===== src/rtl/rtc_pkg.sv =====
package rtc_pkg;
  localparam int unsigned OFS_CNT  = 'h00;
  localparam int unsigned OFS_MR   = 'h04;
  localparam int unsigned OFS_LR   = 'h08;
  localparam int unsigned OFS_CR   = 'h0C;
  localparam int unsigned OFS_IM   = 'h10;
  localparam int unsigned OFS_RIS  = 'h14;
  localparam int unsigned OFS_MIS  = 'h18;
  localparam int unsigned OFS_CLR  = 'h1C;
  localparam int unsigned OFS_ID_LO = 'hFE0;
  localparam int unsigned OFS_ID_HI = 'hFFF;

  function automatic logic [7:0] id_byte(input logic [2:0] k);
    case (k)
      3'd0: id_byte = 8'h52;
      3'd1: id_byte = 8'h54;
      3'd2: id_byte = 8'h43;
      3'd3: id_byte = 8'h01;
      3'd4: id_byte = 8'h5A;
      3'd5: id_byte = 8'hA5;
      3'd6: id_byte = 8'hC3;
      default: id_byte = 8'h3C;
    endcase
  endfunction
endpackage


===== src/rtl/rtc_counter.sv =====
module rtc_counter #(
  parameter int unsigned DATA_W = 32
) (
  input  logic              clk_i,
  input  logic              rst_ni,
  input  logic              tick_i,
  input  logic              load_i,
  input  logic [DATA_W-1:0] load_val_i,
  output logic [DATA_W-1:0] cnt_o,
  output logic [DATA_W-1:0] cnt_nxt_o,
  output logic              cnt_chg_o,
  output logic [DATA_W-1:0] lr_o
);
  logic [DATA_W-1:0] cnt_q, lr_q;

  // load beats tick
  always_comb begin
    if (load_i)      cnt_nxt_o = load_val_i;
    else if (tick_i) cnt_nxt_o = cnt_q + DATA_W'(1);
    else             cnt_nxt_o = cnt_q;
  end
  assign cnt_chg_o = load_i | tick_i;

  always_ff @(posedge clk_i or negedge rst_ni) begin
    if (!rst_ni) begin
      cnt_q <= '0;
      lr_q  <= '0;
    end else begin
      cnt_q <= cnt_nxt_o;
      if (load_i) lr_q <= load_val_i;
    end
  end

  assign cnt_o = cnt_q;
  assign lr_o  = lr_q;
endmodule


===== src/rtl/rtc_alarm.sv =====
module rtc_alarm #(
  parameter int unsigned DATA_W = 32
) (
  input  logic              clk_i,
  input  logic              rst_ni,
  input  logic [DATA_W-1:0] cnt_nxt_i,
  input  logic              cnt_chg_i,
  input  logic              mr_wr_i,
  input  logic              im_wr_i,
  input  logic              clr_i,
  input  logic [DATA_W-1:0] wdata_i,
  output logic [DATA_W-1:0] mr_o,
  output logic              im_o,
  output logic              is_o
);
  logic [DATA_W-1:0] mr_q, mr_nxt;
  logic im_q, is_q, evt;

  assign mr_nxt = mr_wr_i ? wdata_i : mr_q;
  // event only when count or match moves onto equality; wraps naturally
  assign evt = (cnt_chg_i | mr_wr_i) & (cnt_nxt_i == mr_nxt);

  always_ff @(posedge clk_i or negedge rst_ni) begin
    if (!rst_ni) begin
      mr_q <= '0;
      im_q <= 1'b0;
      is_q <= 1'b0;
    end else begin
      mr_q <= mr_nxt;
      if (im_wr_i) im_q <= wdata_i[0];
      if (evt)        is_q <= 1'b1;
      else if (clr_i) is_q <= 1'b0;
    end
  end

  assign mr_o = mr_q;
  assign im_o = im_q;
  assign is_o = is_q;
endmodule


===== src/rtl/rtc_rdmux.sv =====
module rtc_rdmux
  import rtc_pkg::*;
#(
  parameter int unsigned DATA_W = 32,
  parameter int unsigned ADDR_W = 12
) (
  input  logic              rd_i,
  input  logic [ADDR_W-1:0] addr_i,
  input  logic [DATA_W-1:0] cnt_i,
  input  logic [DATA_W-1:0] mr_i,
  input  logic [DATA_W-1:0] lr_i,
  input  logic              im_i,
  input  logic              is_i,
  output logic [DATA_W-1:0] rdata_o
);
  localparam int unsigned IDX_LSB = 2;
  logic [DATA_W-1:0] mux;
  logic [ADDR_W-1:0] id_ofs;

  assign id_ofs = addr_i - ADDR_W'(OFS_ID_LO);

  always_comb begin
    mux = '0;
    if (addr_i >= ADDR_W'(OFS_ID_LO) && addr_i <= ADDR_W'(OFS_ID_HI)) begin
      mux = DATA_W'(id_byte(id_ofs[IDX_LSB+:3]));
    end else begin
      case (addr_i)
        ADDR_W'(OFS_CNT): mux = cnt_i;
        ADDR_W'(OFS_MR):  mux = mr_i;
        ADDR_W'(OFS_LR):  mux = lr_i;
        ADDR_W'(OFS_CR):  mux = DATA_W'(1);
        ADDR_W'(OFS_IM):  mux = DATA_W'(im_i);
        ADDR_W'(OFS_RIS): mux = DATA_W'(is_i);
        ADDR_W'(OFS_MIS): mux = DATA_W'(is_i & im_i);
        default:          mux = '0;
      endcase
    end
  end

  assign rdata_o = rd_i ? mux : '0;
endmodule


===== src/rtl/rtc_alarm_top.sv =====
module rtc_alarm_top
  import rtc_pkg::*;
#(
  parameter int unsigned DATA_W = 32,
  parameter int unsigned ADDR_W = 12
) (
  input  logic              clk_i,
  input  logic              rst_ni,
  input  logic              tick_i,
  input  logic              wr_i,
  input  logic              rd_i,
  input  logic [ADDR_W-1:0] addr_i,
  input  logic [DATA_W-1:0] wdata_i,
  output logic [DATA_W-1:0] rdata_o,
  output logic              irq_o
);
  logic lr_wr, mr_wr, im_wr, clr_wr;
  logic [DATA_W-1:0] cnt_q, cnt_nxt, lr_q, mr_q;
  logic cnt_chg, im_q, is_q;

  assign lr_wr  = wr_i && (addr_i == ADDR_W'(OFS_LR));
  assign mr_wr  = wr_i && (addr_i == ADDR_W'(OFS_MR));
  assign im_wr  = wr_i && (addr_i == ADDR_W'(OFS_IM));
  assign clr_wr = wr_i && (addr_i == ADDR_W'(OFS_CLR));

  rtc_counter #(.DATA_W(DATA_W)) u_cnt (
    .clk_i      (clk_i),
    .rst_ni     (rst_ni),
    .tick_i     (tick_i),
    .load_i     (lr_wr),
    .load_val_i (wdata_i),
    .cnt_o      (cnt_q),
    .cnt_nxt_o  (cnt_nxt),
    .cnt_chg_o  (cnt_chg),
    .lr_o       (lr_q)
  );

  rtc_alarm #(.DATA_W(DATA_W)) u_alm (
    .clk_i     (clk_i),
    .rst_ni    (rst_ni),
    .cnt_nxt_i (cnt_nxt),
    .cnt_chg_i (cnt_chg),
    .mr_wr_i   (mr_wr),
    .im_wr_i   (im_wr),
    .clr_i     (clr_wr),
    .wdata_i   (wdata_i),
    .mr_o      (mr_q),
    .im_o      (im_q),
    .is_o      (is_q)
  );

  rtc_rdmux #(.DATA_W(DATA_W), .ADDR_W(ADDR_W)) u_rd (
    .rd_i    (rd_i),
    .addr_i  (addr_i),
    .cnt_i   (cnt_q),
    .mr_i    (mr_q),
    .lr_i    (lr_q),
    .im_i    (im_q),
    .is_i    (is_q),
    .rdata_o (rdata_o)
  );

  assign irq_o = is_q & im_q;
endmodule


===== config.mk =====
export PLATFORM = sky130hd
export DESIGN_NAME = rtc_alarm_top
export DESIGN_NICKNAME = d
export VERILOG_FILES = /design/src/rtl/rtc_pkg.sv /design/src/rtl/rtc_counter.sv /design/src/rtl/rtc_alarm.sv /design/src/rtl/rtc_rdmux.sv /design/src/rtl/rtc_alarm_top.sv
export SDC_FILE = /design/constraint.sdc
export NUM_CORES = 1
export LEC_CHECK = 0
export BUFFER_PORTS_ARGS = -buffer_cell sky130_fd_sc_hd__buf_4
export CELL_PAD_IN_SITES_DETAIL_PLACEMENT = 1
export CELL_PAD_IN_SITES_GLOBAL_PLACEMENT = 1
export CORE_ASPECT_RATIO = 1.75
export CORE_MARGIN = 2
export CORE_UTILIZATION = 44
export DETAILED_ROUTE_END_ITERATION = 6
export GPL_TIMING_DRIVEN = 0
export PLACE_DENSITY = 0.91
export SETUP_SLACK_MARGIN = 0.15
export SLEW_MARGIN = 20
export SYNTH_ARGS = -nofsm -noshare
export SYNTH_HDL_FRONTEND = slang
export SYNTH_SLANG_ARGS = --single-unit

===== constraint.sdc =====
create_clock -name clk_i -period 3.41 [get_ports clk_i]
set_clock_uncertainty 0.15 [all_clocks]
set_input_delay 0.341 -clock clk_i [delete_from_list [all_inputs] [get_ports clk_i]]
set_output_delay 0.341 -clock clk_i [all_outputs]
set_load 0.005 [all_outputs]

==> impl_table.tex, run 1 <==
\begin{tabular}{lr}
\hline
Metric & Value \\
\hline
\multicolumn{2}{l}{\textbf{Run status}} \\
Status & complete, but fails checks \\
Violations in the final reports & setup timing \\
\multicolumn{2}{l}{\textbf{Global route}} \\
Global-route congestion overflow total & 0 \\
GRT Overall Usage & 0.345 \\
Via count of the first global-routing pass & 7225 \\
Wire length of the first global-routing pass & 39500 um \\
Maximum number of pins on one net before global-route repair & 99 \\
Number of antenna violations at the first check in global routing & 0 \\
\multicolumn{2}{l}{\textbf{Timing}} \\
Least setup slack across all paths after layout & -0.0101 ns \\
Unrepaired setup endpoints after global routing & true \\
Slew at the pin closest to its max-slew limit & 0.961 ns \\
Final setup viols & 1 \\
TNS Setup & -0.0101 ns \\
Part of the cycle the worst path needs & 1.00 \\
Minimum clock period & approximately 3.4 ns \\
Number of hold-slack violations in the final timing report & 0 \\
Upper clock frequency limit & 292 MHz \\
Max-slew violation count & 0 \\
Hold Worst Slack & approximately 0.053 ns \\
Headroom to the max-slew limit & 0.359 \\
\multicolumn{2}{l}{\textbf{Routing}} \\
WL final & 25600 um \\
DRC Markers & 0 \\
Average wire per cell in the routed design & 24.4 um \\
Detail-routed via count per cell & 6.28 \\
Number of routed nets with antenna violations & 0 \\
Via count & 6604 \\
Iteration count of the initial detailed-routing pass & 6 \\
Violation count after the first detailed-route iteration & roughly 680 \\
\multicolumn{2}{l}{\textbf{Layout}} \\
Util after Layout & 0.543 \\
Fraction of layout cells with a size suffix above 1 & 0.185 \\
Diode count & 0 \\
Area of the multi-input gates & 3710 sq um \\
Final instance area & 7560 sq um \\
Combined flip-flop and latch cell area & 2460 sq um \\
Area growth from synthesis to final layout & 20.0\% \\
Fill count & 1707 \\
Layout Nets & 920 \\
\multicolumn{2}{l}{\textbf{Synthesis}} \\
Sequential area share after synthesis & 0.389 \\
Top flip-flop cell by instance count after synthesis & sky130\_fd\_sc\_hd\_\_dfrtp\_1 \\
Fraction of synthesis flops using an asynchronous set or reset pin & 1.00 \\
Syn. warnings & 0 \\
Syn Std Cell Area & roughly 6300 sq um \\
Number of instances in the synthesized netlist & between 700 and 800 \\
Cell taking the most area after synthesis & sky130\_fd\_sc\_hd\_\_dfrtp\_1 \\
Syn avg cell area & between 8 and 9 sq um \\
Synth area leaders & sky130\_fd\_sc\_hd\_\_dfrtp\_1 39\%, sky130\_fd\_sc\_hd\_\_nand2\_1 11\%, sky130\_fd\_sc\_hd\_\_xnor2\_1 5.3\%, sky130\_fd\_sc\_hd\_\_nor2\_1 5.1\%, sky130\_fd\_sc\_hd\_\_mux2i\_1 4.9\% \\
Synth top area share & 0.389 \\
Post-synth EDFFs & 0 \\
Synth unique cells & 61 \\
Flip-flop and latch count after synthesis & between 90 and 100 \\
Synthesized Nets & approximately 820 \\
\multicolumn{2}{l}{\textbf{Die}} \\
Effective utilization at floorplan & 0.453 \\
Top-Level Pins & 82 \\
Overall die width & between 90 and 100 um \\
Die outline height & 162 um \\
Core area & about 14000 sq um \\
DIE AREA & 15300 sq um \\
Total number of placement rows & 57 \\
\multicolumn{2}{l}{\textbf{Placement}} \\
Port Buf Inserts & 75 \\
Detailed Place HPWL & about 17000 um \\
Routability-driven placement congestion ratio & 0.942 \\
Placement Cell Area & between 7000 and 8000 sq um \\
Pre-CTS worst setup slack & -0.878 ns \\
\multicolumn{2}{l}{\textbf{Power}} \\
Pwr per Cell Area & 375 nW/um\^{}2 \\
Maximum ir drop on the vdd rail & 0.265 mV \\
Leak Pwr & roughly 3.5 nW \\
\multicolumn{2}{l}{\textbf{Setup path}} \\
Element type at the critical path start & flip-flop \\
List of cells traversed by the critical path & ha\_4 -> nand3\_4 -> or4\_4 -> or3\_4 -> a31oi\_4 -> xnor2\_2 -> o2111ai\_2 -> a2111oi\_4 -> nand4\_1 -> o31ai\_2 \\
Standard cell with the maximum stage delay on the critical path & sky130\_fd\_sc\_hd\_\_or4\_4 \\
Data arrival time of the critical path & about 3.5 ns \\
Maximum single-stage delay on the critical path & 0.54 ns \\
Buffers \& Inverters on Critical Path & 0 \\
Crit path max-delay family & simple AND/OR/NAND/NOR gates \\
Critical path capture point type & flip-flop \\
Worst Path Class, Setup & reg -> reg \\
CP required & 3.53 ns \\
Maximum fanout along the worst path & 5 \\
\multicolumn{2}{l}{\textbf{Clocking}} \\
Number of CTS-inserted buffers & 9 \\
Clock insertion delay at the later pin of the skew report & 0.36 ns \\
Longest Clk Path Bufs & 2 \\
Clock-pin slew reported for the worst setup and hold paths after clock tree synthesis & 0.07 ns \\
Clock root buffer master & sky130\_fd\_sc\_hd\_\_clkbuf\_16 \\
Clock tree from TritonCTS & done \\
H-Tree Level Count & 3 \\
Clock Sinks & 98 \\
\multicolumn{2}{l}{\textbf{Worst hold path}} \\
Hold/Removal Path Class & in -> reg \\
\multicolumn{2}{l}{\textbf{Flow run}} \\
Max capacitance violation total & 0 \\
\hline
\end{tabular}
==> power by group <==
part	switching (mW)	leakage, nW	internal (mW)
Combinational	0.325	2.00	0.227
Sequential	0.0998	1.34	1.21
Clock	0.478	0.114	0.492
==> cell usage in the layout (no fill, tap or decap), types with 4 or more instances in the layout <==
cell                         count
sky130_fd_sc_hd__buf_1           5
sky130_fd_sc_hd__nand3_1        17
sky130_fd_sc_hd__buf_2           5
sky130_fd_sc_hd__clkinvlp_4      4
sky130_fd_sc_hd__o21ai_0        28
sky130_fd_sc_hd__and4_1          5
sky130_fd_sc_hd__xor2_1         30
sky130_fd_sc_hd__and3_1          7
sky130_fd_sc_hd__a21oi_1        57
sky130_fd_sc_hd__o22ai_1         7
sky130_fd_sc_hd__clkbuf_2        5
sky130_fd_sc_hd__mux2_2         12
sky130_fd_sc_hd__nor2b_1         4
sky130_fd_sc_hd__a22oi_1         9
sky130_fd_sc_hd__nand4_1        17
sky130_fd_sc_hd__buf_4          88
sky130_fd_sc_hd__clkbuf_16       9
sky130_fd_sc_hd__o21ai_1         4
sky130_fd_sc_hd__inv_1           8
sky130_fd_sc_hd__a31oi_1         5
sky130_fd_sc_hd__dfrtp_2         8
sky130_fd_sc_hd__nor3_1         12
sky130_fd_sc_hd__mux2i_1        31
sky130_fd_sc_hd__xnor2_1        37
sky130_fd_sc_hd__nand2_1       184
sky130_fd_sc_hd__nor2_1         85
sky130_fd_sc_hd__dfrtp_1        90
sky130_fd_sc_hd__nor4_1          4
sky130_fd_sc_hd__clkbuf_1       28
==> cells in the mapped netlist, types with 3 or more instances <==
library cell,instances
sky130_fd_sc_hd__a211o_1,3
sky130_fd_sc_hd__a211oi_1,3
sky130_fd_sc_hd__a21oi_1,57
sky130_fd_sc_hd__a22oi_1,9
sky130_fd_sc_hd__a31oi_1,6
sky130_fd_sc_hd__and3_1,7
sky130_fd_sc_hd__and4_1,5
sky130_fd_sc_hd__buf_1,6
sky130_fd_sc_hd__buf_2,5
sky130_fd_sc_hd__clkbuf_1,30
sky130_fd_sc_hd__dfrtp_1,98
sky130_fd_sc_hd__inv_1,8
sky130_fd_sc_hd__mux2_2,12
sky130_fd_sc_hd__mux2i_1,31
sky130_fd_sc_hd__nand2_1,185
sky130_fd_sc_hd__nand2b_1,3
sky130_fd_sc_hd__nand3_1,18
sky130_fd_sc_hd__nand3b_1,3
sky130_fd_sc_hd__nand4_1,17
sky130_fd_sc_hd__nor2_1,85
sky130_fd_sc_hd__nor2b_1,4
sky130_fd_sc_hd__nor3_1,13
sky130_fd_sc_hd__nor3b_1,3
sky130_fd_sc_hd__nor4_1,4
sky130_fd_sc_hd__o21ai_0,28
sky130_fd_sc_hd__o21ai_1,4
sky130_fd_sc_hd__o22ai_1,7
sky130_fd_sc_hd__o31ai_1,3
sky130_fd_sc_hd__xnor2_1,38
sky130_fd_sc_hd__xor2_1,30
==> path summary, 6_finish.rpt <==
check | to | startpoint | slack (ns) | cells after the start
max | u_alm.is_o | u_cnt.cnt_o[0] | -0.01 | 10
max reg2reg | u_alm.is_o | u_cnt.cnt_o[0] | -0.01 | 10
min | u_cnt.lr_o[15] | wdata_i[15] | 0.05 | 3
min reg2reg | u_cnt.lr_o[30] | u_cnt.lr_o[30] | 0.33 | 2
min in group asynchronous | u_cnt.lr_o[14] | rst_ni | 0.49 | 2
max in group asynchronous | u_cnt.cnt_o[0] | rst_ni | 1.86 | 2
==> sequential cells by signal (all words and copies together), names as in the netlist <==
name	flops
u_alm.im_o	1
u_cnt.lr_o	32
u_cnt.cnt_o	32
u_alm.is_o	1
u_alm.mr_o	32
==> worst reg2reg max path, cell delays in order (launching register included) <==
cell and delay [ns]:
sky130_fd_sc_hd__dfrtp_2 0.44, sky130_fd_sc_hd__ha_4 0.19, sky130_fd_sc_hd__nand3_4 0.13, sky130_fd_sc_hd__or4_4 0.54
sky130_fd_sc_hd__or3_4 0.36, sky130_fd_sc_hd__a31oi_4 0.21, sky130_fd_sc_hd__xnor2_2 0.16, sky130_fd_sc_hd__o2111ai_2 0.19
sky130_fd_sc_hd__a2111oi_4 0.50, sky130_fd_sc_hd__nand4_1 0.24, sky130_fd_sc_hd__o31ai_2 0.22
==> per-stage QoR <==
step / std cells / power [mW]
6_report: 1051 / 2.84
5_1_grt: 1051 / 2.91
4_1_cts: 1049 / 2.77
3_5_place_dp: 1023 / 1.76
3_3_place_gp: 1023 / 1.75
2_1_floorplan: 771 / 1.57
==> final cells by class <==
| class | count | area share |
|---|---|---|
| well taps | 177 | 0.0293 |
| inverters | 8 | 0.00397 |
| flip-flops and latches | 98 | 0.326 |
| clock buffers | 11 | 0.0308 |
| multi-input cells | 620 | 0.491 |
| plain buffers | 45 | 0.0270 |
| repair buffers | 88 | 0.0883 |
| clock inverters | 4 | 0.00397 |
==> layer usage <==
metal	track usage	wire (um)	vias to the layer above
met5	0	0	-
met4	0.279	2210	0
met3	0.0584	1650	153
met2	0.584	13000	391
met1	0.370	8770	3221
li1	-	-	2839
==> repair_timing <==
| action | CTS | global route |
|---|---|---|
| gates resized for setup | 20 | 13 |
| hold endpoints to repair | 19 | 0 |
| pin swaps | 7 | 3 |
| endpoints found under the setup margin | 1 | 4 |
| hold buffers | 1 | 0 |
| setup buffers | 10 | 2 |
==> kinds of logic (layout without fill, tap and decap cells) <==
logic type                 Yosys count  count (layout)  share of synthesized area
adders and majority gates            1               1                    0.00199
AOI/OAI and AO/OA                  137             137                      0.130
and+or+nand+nor                    369             369                      0.272
buffers and inverters               53             156                     0.0362
DFF                                 98              98                      0.389
xor gates and xnor gates            68              68                     0.0946
muxes                               45              45                     0.0755
No activity file was read; power rests on OpenSTA's default activity.
==> run 2: changes to the inputs <==
--- a/config.mk
+++ b/config.mk
@@ -10,12 +10,13 @@
 export CELL_PAD_IN_SITES_GLOBAL_PLACEMENT = 1
 export CORE_ASPECT_RATIO = 1.75
 export CORE_MARGIN = 2
-export CORE_UTILIZATION = 44
+export CORE_UTILIZATION = 45
 export DETAILED_ROUTE_END_ITERATION = 6
 export GPL_TIMING_DRIVEN = 0
-export PLACE_DENSITY = 0.91
+export PLACE_DENSITY = 0.9
 export SETUP_SLACK_MARGIN = 0.15
 export SLEW_MARGIN = 20
 export SYNTH_ARGS = -nofsm -noshare
 export SYNTH_HDL_FRONTEND = slang
+export SYNTH_HIERARCHICAL = 1
 export SYNTH_SLANG_ARGS = --single-unit
==> run 2 against run 1 <==
Compared with the run above: the run still ends with setup timing left; area after synthesis is 5.3% lower; wire length decreased by 1.1%; worst setup slack worse by 0.072 ns; global-route usage decreased by 0.44 points; die area fell by 7.2%; utilization rose by 4.3 points; final cell count down 15%; clock-buffer cell count is the same; sequential share of layout area decreased by 0.12 points; worst hold slack improved by 0.037 ns; critical path type unchanged.
==> impl_table.tex, run 2 <==
\begin{tabular}{lr}
\hline
Metric & Value \\
\hline
\multicolumn{2}{l}{\textbf{Run status}} \\
Status & complete, but fails checks \\
Violations in the final reports & setup timing \\
\multicolumn{2}{l}{\textbf{Routing}} \\
Via count & around 6000 \\
DRC Markers & 0 \\
Average wire per cell in the routed design & 28.3 um \\
Detail-routed via count per cell & 6.70 \\
Violation count after the first detailed-route iteration & 451 \\
Iteration count of the initial detailed-routing pass & 5 \\
Number of routed nets with antenna violations & 0 \\
WL final & 25400 um \\
\multicolumn{2}{l}{\textbf{Layout}} \\
Most common library cell in the layout ignoring fill and taps & sky130\_fd\_sc\_hd\_\_buf\_4 \\
Fraction of layout cells with a size suffix above 1 & 0.344 \\
Layout Nets & 773 \\
Fill count & 1477 \\
Diode count & 0 \\
Commonest cells after routing, fill and taps aside & 115 x sky130\_fd\_sc\_hd\_\_buf\_4, 91 x sky130\_fd\_sc\_hd\_\_dfrtp\_1, 46 x sky130\_fd\_sc\_hd\_\_nor2\_1 \\
Util after Layout & 0.586 \\
Area growth from synthesis to final layout & 27.1\% \\
\multicolumn{2}{l}{\textbf{Timing}} \\
Upper clock frequency limit & $\sim$290 MHz \\
Hold Worst Slack & 0.0895 ns \\
Max-slew violation count & 0 \\
Headroom to the max-slew limit & 0.368 \\
TNS Setup & -0.0825 ns \\
Final setup viols & 1 \\
Unrepaired setup endpoints after global routing & true \\
Minimum clock period & approximately 3.5 ns \\
Slew at the pin closest to its max-slew limit & 0.949 ns \\
Part of the cycle the worst path needs & 1.02 \\
Least setup slack across all paths after layout & -0.0825 ns \\
Number of hold-slack violations in the final timing report & 0 \\
\multicolumn{2}{l}{\textbf{Die}} \\
Overall die width & 91.0 um \\
Die outline height & 156 um \\
DIE AREA & 14200 sq um \\
Effective utilization at floorplan & 0.461 \\
Total number of placement rows & 55 \\
Core area & approximately 13000 sq um \\
Top-Level Pins & 82 \\
\multicolumn{2}{l}{\textbf{Setup path}} \\
Element type at the critical path start & flip-flop \\
Count of cells along the worst register-to-register path & 9 \\
Critical path launch point & u\_cnt/cnt\_o[15] \\
Worst Path Class, Setup & reg -> reg \\
Maximum fanout along the worst path & 9 \\
CP required & $\sim$3.5 ns \\
Data arrival time of the critical path & between 3 and 4 ns \\
R2R Path Start & u\_cnt/cnt\_o[15] \\
Slack of the worst reg-to-reg path & -0.08 ns \\
Critical path capture point type & flip-flop \\
R2R Path End & u\_alm/is\_o \\
\multicolumn{2}{l}{\textbf{Synthesis}} \\
Synthesized Nets & $\sim$650 \\
Synth top area share & 0.411 \\
Post-synth EDFFs & 0 \\
Sequential area share after synthesis & 0.411 \\
Synth unique cells & 66 \\
Synth area leaders & sky130\_fd\_sc\_hd\_\_dfrtp\_1 41\%, sky130\_fd\_sc\_hd\_\_mux2\_2 6.6\%, sky130\_fd\_sc\_hd\_\_xor2\_1 5.1\%, sky130\_fd\_sc\_hd\_\_a22o\_1 3.5\%, sky130\_fd\_sc\_hd\_\_a32oi\_1 3.5\% \\
Cell taking the most area after synthesis & sky130\_fd\_sc\_hd\_\_dfrtp\_1 \\
Leading cell types by count after synthesis & 98 x sky130\_fd\_sc\_hd\_\_dfrtp\_1, 46 x sky130\_fd\_sc\_hd\_\_nor2\_1, 39 x sky130\_fd\_sc\_hd\_\_o21ai\_0 \\
Syn avg cell area & 9.92 sq um \\
Top flip-flop cell by instance count after synthesis & sky130\_fd\_sc\_hd\_\_dfrtp\_1 \\
Top-count cell post-synth & sky130\_fd\_sc\_hd\_\_dfrtp\_1 \\
Flip-flop and latch count after synthesis & just under 100 \\
Syn. warnings & 6 \\
Fraction of synthesis flops using an asynchronous set or reset pin & 1.00 \\
Number of instances in the synthesized netlist & 601 \\
Syn Std Cell Area & 5960 sq um \\
\multicolumn{2}{l}{\textbf{Global route}} \\
Wire length of the first global-routing pass & 37000 um \\
Global-route congestion overflow total & 0 \\
GRT Overall Usage & 0.341 \\
Grt met3 use & 0.0520 \\
Via count of the first global-routing pass & 6351 \\
Number of antenna violations at the first check in global routing & 0 \\
Most congested layer reported by global routing & met2 \\
Fraction of met2 tracks used by global routing & 0.592 \\
Maximum number of pins on one net before global-route repair & 99 \\
Global-route met1 utilization & 0.366 \\
\multicolumn{2}{l}{\textbf{Clocking}} \\
H-Tree Level Count & 3 \\
Clock-pin slew reported for the worst setup and hold paths after clock tree synthesis & $\sim$0.07 ns \\
Clock insertion delay at the later pin of the skew report & 0.35 ns \\
Clock root buffer master & sky130\_fd\_sc\_hd\_\_clkbuf\_16 \\
Number of CTS-inserted buffers & 9 \\
Longest Clk Path Bufs & 2 \\
Clock tree from TritonCTS & done \\
Clock Sinks & 98 \\
\multicolumn{2}{l}{\textbf{Power}} \\
Leak Pwr & 3.52 nW \\
Pwr per Cell Area & 398 nW/um\^{}2 \\
Maximum ir drop on the vdd rail & roughly 0.28 mV \\
Total chip power & 3.02 mW \\
\multicolumn{2}{l}{\textbf{Placement}} \\
Routability-driven placement congestion ratio & roughly 0.95 \\
Port Buf Inserts & 80 \\
Pre-CTS worst setup slack & -1.20 ns \\
Detailed Place HPWL & 15600 um \\
\multicolumn{2}{l}{\textbf{Worst hold path}} \\
Worst hold path depth & 3 \\
Destination of the worst hold path & u\_cnt/lr\_o[3] \\
Critical hold path startpoint & wdata\_i[3] \\
Hold/Removal Path Class & in -> reg \\
\multicolumn{2}{l}{\textbf{Flow run}} \\
Max capacitance violation total & 0 \\
\hline
\end{tabular}
==> run 2: cell count changes after synthesis, sizes merged, moves of 30 or more <==
| cell | change |
|---|---|
| nand2 | -152 |
| a21oi | -54 |
| nor2 | -42 |
| xnor2 | -31 |
| mux2 | +30 |
==> run 2: what timing repair did <==
item | in CTS | in global routing
pin swaps | 12 | 11
resized for setup | 48 | 16
hold buffers | 1 | 0
setup endpoints to repair | 4 | 1
endpoints found under the hold margin | 7 | 0
buffers inserted | 19 | 13
==> run 2: cell families after synthesis <==
family,count (synthesis),share of synthesized area
simple gates,196,0.186
buf+inv,73,0.0674
xor+xnor,42,0.0617
fa+ha+maj,1,0.00210
mux,53,0.104
flops,98,0.411
compound gates,138,0.168
==> run 2: worst max path at each step <==
| stage | to | slack, ns | cells past startpoint |
|---|---|---|---|
| 2_1_floorplan | u_alm/is_o | 0.15 | 10 |
| 4_1_cts | u_alm/is_o | 0.15 | 11 |
| 5_1_grt | u_alm/is_o | -0.13 | 11 |
| 3_5_place_dp | u_alm/is_o | -1.20 | 11 |
| 6_report | u_alm/is_o | -0.08 | 9 |
| 3_3_place_gp | u_alm/is_o | -1.51 | 11 |
==> run 2: stage by stage <==
step / std cells / area (sq um)
6_report: 897 / 7580
5_1_grt: 897 / 7580
4_1_cts: 884 / 7420
3_5_place_dp: 852 / 6790
3_3_place_gp: 852 / 6780
2_1_floorplan: 601 / 5960
==> run 2: report_power, final <==
group | total (mW) | internal, mW | switching (mW) | leakage, nW
Sequential | 1.27 | 1.21 | 0.0575 | 1.23
Combinational | 0.649 | 0.256 | 0.393 | 2.14
Clock | 1.10 | 0.655 | 0.442 | 0.151
==> run 2: layout make-up <==
cell class              count  area, sq um  area share
well taps                 171          214      0.0282
clock inverters             3         65.1     0.00858
flip-flops and latches     98         2460       0.325
clock buffers              11          243      0.0320
multi-input cells         430         3280       0.432
repair buffers            113          866       0.114
inverters                  28          105      0.0139
plain buffers              43          349      0.0460
==> run 2: layer usage <==
metal	vias to the layer above	wire length [um]
li1	2466	-
met1	2995	8560
met2	398	12700
met3	155	1710
met4	0	2370
met5	-	0
==> run 2: critical path: stages (launching register included) <==
cell,delay (ns)
sky130_fd_sc_hd__dfrtp_1,0.48
sky130_fd_sc_hd__nand2_1,0.11
sky130_fd_sc_hd__or4_4,0.53
sky130_fd_sc_hd__buf_4,0.19
sky130_fd_sc_hd__or4_1,0.49
sky130_fd_sc_hd__a31oi_2,0.26
sky130_fd_sc_hd__xor2_1,0.22
sky130_fd_sc_hd__nor4_4,0.47
sky130_fd_sc_hd__nand4_1,0.18
sky130_fd_sc_hd__o41ai_2,0.29
==> run 3: changes to the inputs <==
--- a/config.mk
+++ b/config.mk
@@ -13,7 +13,8 @@
 export CORE_UTILIZATION = 45
 export DETAILED_ROUTE_END_ITERATION = 6
 export GPL_TIMING_DRIVEN = 0
-export PLACE_DENSITY = 0.9
+export HOLD_SLACK_MARGIN = 0.15
+export PLACE_DENSITY_LB_ADDON = 0.1
 export SETUP_SLACK_MARGIN = 0.15
 export SLEW_MARGIN = 20
 export SYNTH_ARGS = -nofsm -noshare
==> run 3 against run 2 <==
Compared with the run above: the run now ends clean; clock-buffer cell count unchanged; die area unchanged; fmax up 5.3%; cell area rose by 3.9%; critical path depth unchanged; via count shrank 4.6%; first-iteration DRC count decreased by 12%; sequential cell count unchanged; non-clock buffer count grew 29; power is 3.4% lower.
==> impl_table.tex, run 3 (synthesized netlist as in run 2, its figures left out) <==
\begin{tabular}{lr}
\hline
Metric & Value \\
\hline
\multicolumn{2}{l}{\textbf{Setup path}} \\
CP required & 3.49 ns \\
Crit path max-delay family & simple AND/OR/NAND/NOR gates \\
Most repeated library cell on the critical path & sky130\_fd\_sc\_hd\_\_or4\_4 \\
Buffers \& Inverters on Critical Path & 1 \\
Worst Path Class, Setup & reg -> reg \\
List of cells traversed by the critical path & nand4\_4 -> or4\_4 -> buf\_6 -> or4\_4 -> a31oi\_4 -> xor2\_2 -> nor4\_4 -> nand4\_1 -> o41ai\_2 \\
Maximum fanout along the worst path & 6 \\
Standard cell with the maximum stage delay on the critical path & sky130\_fd\_sc\_hd\_\_or4\_4 \\
Critical path capture point type & flip-flop \\
Element type at the critical path start & flip-flop \\
Count of cells along the worst register-to-register path & 9 \\
Data arrival time of the critical path & about 3.4 ns \\
Crit path depth & 9 \\
Maximum single-stage delay on the critical path & 0.56 ns \\
\multicolumn{2}{l}{\textbf{Clocking}} \\
Clock root buffer master & sky130\_fd\_sc\_hd\_\_clkbuf\_16 \\
Longest Clk Path Bufs & 2 \\
H-Tree Level Count & 3 \\
Clock tree from TritonCTS & done \\
Clock insertion delay at the later pin of the skew report & 0.34 ns \\
Clock Sinks & 98 \\
Clock-pin slew reported for the worst setup and hold paths after clock tree synthesis & around 0.07 ns \\
Number of CTS-inserted buffers & 9 \\
\multicolumn{2}{l}{\textbf{Layout}} \\
Commonest cells after routing, fill and taps aside & 115 x sky130\_fd\_sc\_hd\_\_buf\_4, 90 x sky130\_fd\_sc\_hd\_\_dfrtp\_1, 46 x sky130\_fd\_sc\_hd\_\_nor2\_1 \\
Final std cells w/o fill & 928 \\
Fill count & 1462 \\
Final instance area & 7880 sq um \\
Most common library cell in the layout ignoring fill and taps & sky130\_fd\_sc\_hd\_\_buf\_4 \\
Fraction of layout cells with a size suffix above 1 & 0.339 \\
Area growth from synthesis to final layout & 32.1\% \\
Diode count & 0 \\
Layout Nets & 802 \\
Area of the multi-input gates & 3300 sq um \\
Combined flip-flop and latch cell area & 2460 sq um \\
\multicolumn{2}{l}{\textbf{Timing}} \\
Slew at the pin closest to its max-slew limit & 0.960 ns \\
Max-slew violation count & 0 \\
Unrepaired setup endpoints after global routing & true \\
Upper clock frequency limit & 302 MHz \\
Hold Worst Slack & roughly 0.33 ns \\
Part of the cycle the worst path needs & 0.972 \\
Final setup viols & 0 \\
Number of hold-slack violations in the final timing report & 0 \\
Minimum clock period & $\sim$3.3 ns \\
Headroom to the max-slew limit & 0.360 \\
\multicolumn{2}{l}{\textbf{Placement}} \\
Routability-driven placement congestion ratio & 0.910 \\
Placement Cell Area & 6790 sq um \\
Port Buf Inserts & 80 \\
Number of instances in the placed design & 852 \\
Detailed Place HPWL & between 10000 and 15000 um \\
\multicolumn{2}{l}{\textbf{Global route}} \\
Wire length of the first global-routing pass & 33600 um \\
GRT Overall Usage & 0.308 \\
Via count of the first global-routing pass & 6040 \\
Maximum number of pins on one net before global-route repair & 99 \\
Global-route congestion overflow total & 0 \\
Number of antenna violations at the first check in global routing & 0 \\
\multicolumn{2}{l}{\textbf{Routing}} \\
WL final & 22200 um \\
Violation count after the first detailed-route iteration & 399 \\
Via count & between 5000 and 6000 \\
DRC Markers & 0 \\
Detail-routed via count per cell & 6.18 \\
Average wire per cell in the routed design & 24.0 um \\
Iteration count of the initial detailed-routing pass & 5 \\
Number of routed nets with antenna violations & 0 \\
\multicolumn{2}{l}{\textbf{Die}} \\
Overall die width & 91.0 um \\
DIE AREA & 14200 sq um \\
Core area & roughly 13000 sq um \\
Die outline height & 156 um \\
Top-Level Pins & 82 \\
Effective utilization at floorplan & 0.461 \\
Total number of placement rows & 55 \\
\multicolumn{2}{l}{\textbf{Run status}} \\
Status & completed \\
\multicolumn{2}{l}{\textbf{Flow run}} \\
Max capacitance violation total & 0 \\
\multicolumn{2}{l}{\textbf{Power}} \\
Leak Pwr & 3.62 nW \\
Pwr per Cell Area & 370 nW/um\^{}2 \\
Maximum ir drop on the vdd rail & 0.242 mV \\
\multicolumn{2}{l}{\textbf{Worst hold path}} \\
Hold/Removal Path Class & in -> reg \\
Worst hold path depth & 4 \\
\hline
\end{tabular}
run 3: metal layers:
layer  wire (um)  part of all wire  global-route usage  vias to the layer above
met3         856             0.038              0.0318                       70
met5           0                 0                   0                        -
met1        8630              0.39               0.369                     2920
li1            -                 -                   -                     2540
met2       11800              0.53               0.549                      208
met4        1010             0.045               0.151                        0
run 3: through the flow:
step | TNS [ns] | power [mW] | util | worst slack, ns
final | 0 | 2.91 | 0.609 | 0.0941
after global routing | 0 | 3.01 | 0.609 | 0.0668
after CTS | 0 | 2.88 | 0.593 | 0.159
after detailed placement | -3.73 | 1.78 | 0.525 | -1.28
after global placement | -20.26 | 1.75 | 0.524 | -1.65
after floorplan | 0 | 1.55 | - | 0.152
run 3: path summary, 6_finish.rpt:
| path | startpoint | to | slack, ns |
|---|---|---|---|
| hold reg to reg | u_cnt/lr_o[23] | u_cnt/lr_o[23] | 0.36 |
| setup reg to reg | u_cnt/cnt_o[10] | u_alm/is_o | 0.09 |
| hold / removal | addr_i[2] | u_alm/im_o | 0.33 |
| setup / recovery | u_cnt/cnt_o[10] | u_alm/is_o | 0.09 |
| min in group asynchronous | rst_ni | u_cnt/lr_o[28] | 0.54 |
| max in group asynchronous | rst_ni | u_cnt/cnt_o[11] | 1.87 |
run 3: area by class of cell:
class	instances	area share
Timing Repair Buffer	141	0.145
Clock buffer	11	0.0321
Sequential cell	98	0.313
Tap cell	171	0.0272
Inverter	28	0.0133
Multi-Input combinational cell	430	0.419
Clock inverter	5	0.00588
Buffer	44	0.0443
run 3: repair_timing:
| action | CTS | global route |
|---|---|---|
| gates resized for setup | 40 | 34 |
| setup buffers | 15 | 13 |
| hold endpoints to repair | 168 | 0 |
| gates cloned | 0 | 0 |
| endpoints found under the setup margin | 1 | 1 |
| hold buffers | 33 | 0 |
| pin swaps | 11 | 18 |
run 3: worst min-delay path, cell delays in order:
cell	delay, ns
sky130_fd_sc_hd__buf_4	0.10
sky130_fd_sc_hd__or3b_1	0.10
sky130_fd_sc_hd__nor4_1	0.04
sky130_fd_sc_hd__mux2_2	0.20
run 3: where the power goes:
group	switching [mW]	internal (mW)	total [mW]	leakage [nW]
Sequential	0.0547	1.21	1.27	1.23
Combinational	0.361	0.256	0.618	2.24
Clock	0.479	0.548	1.03	0.148
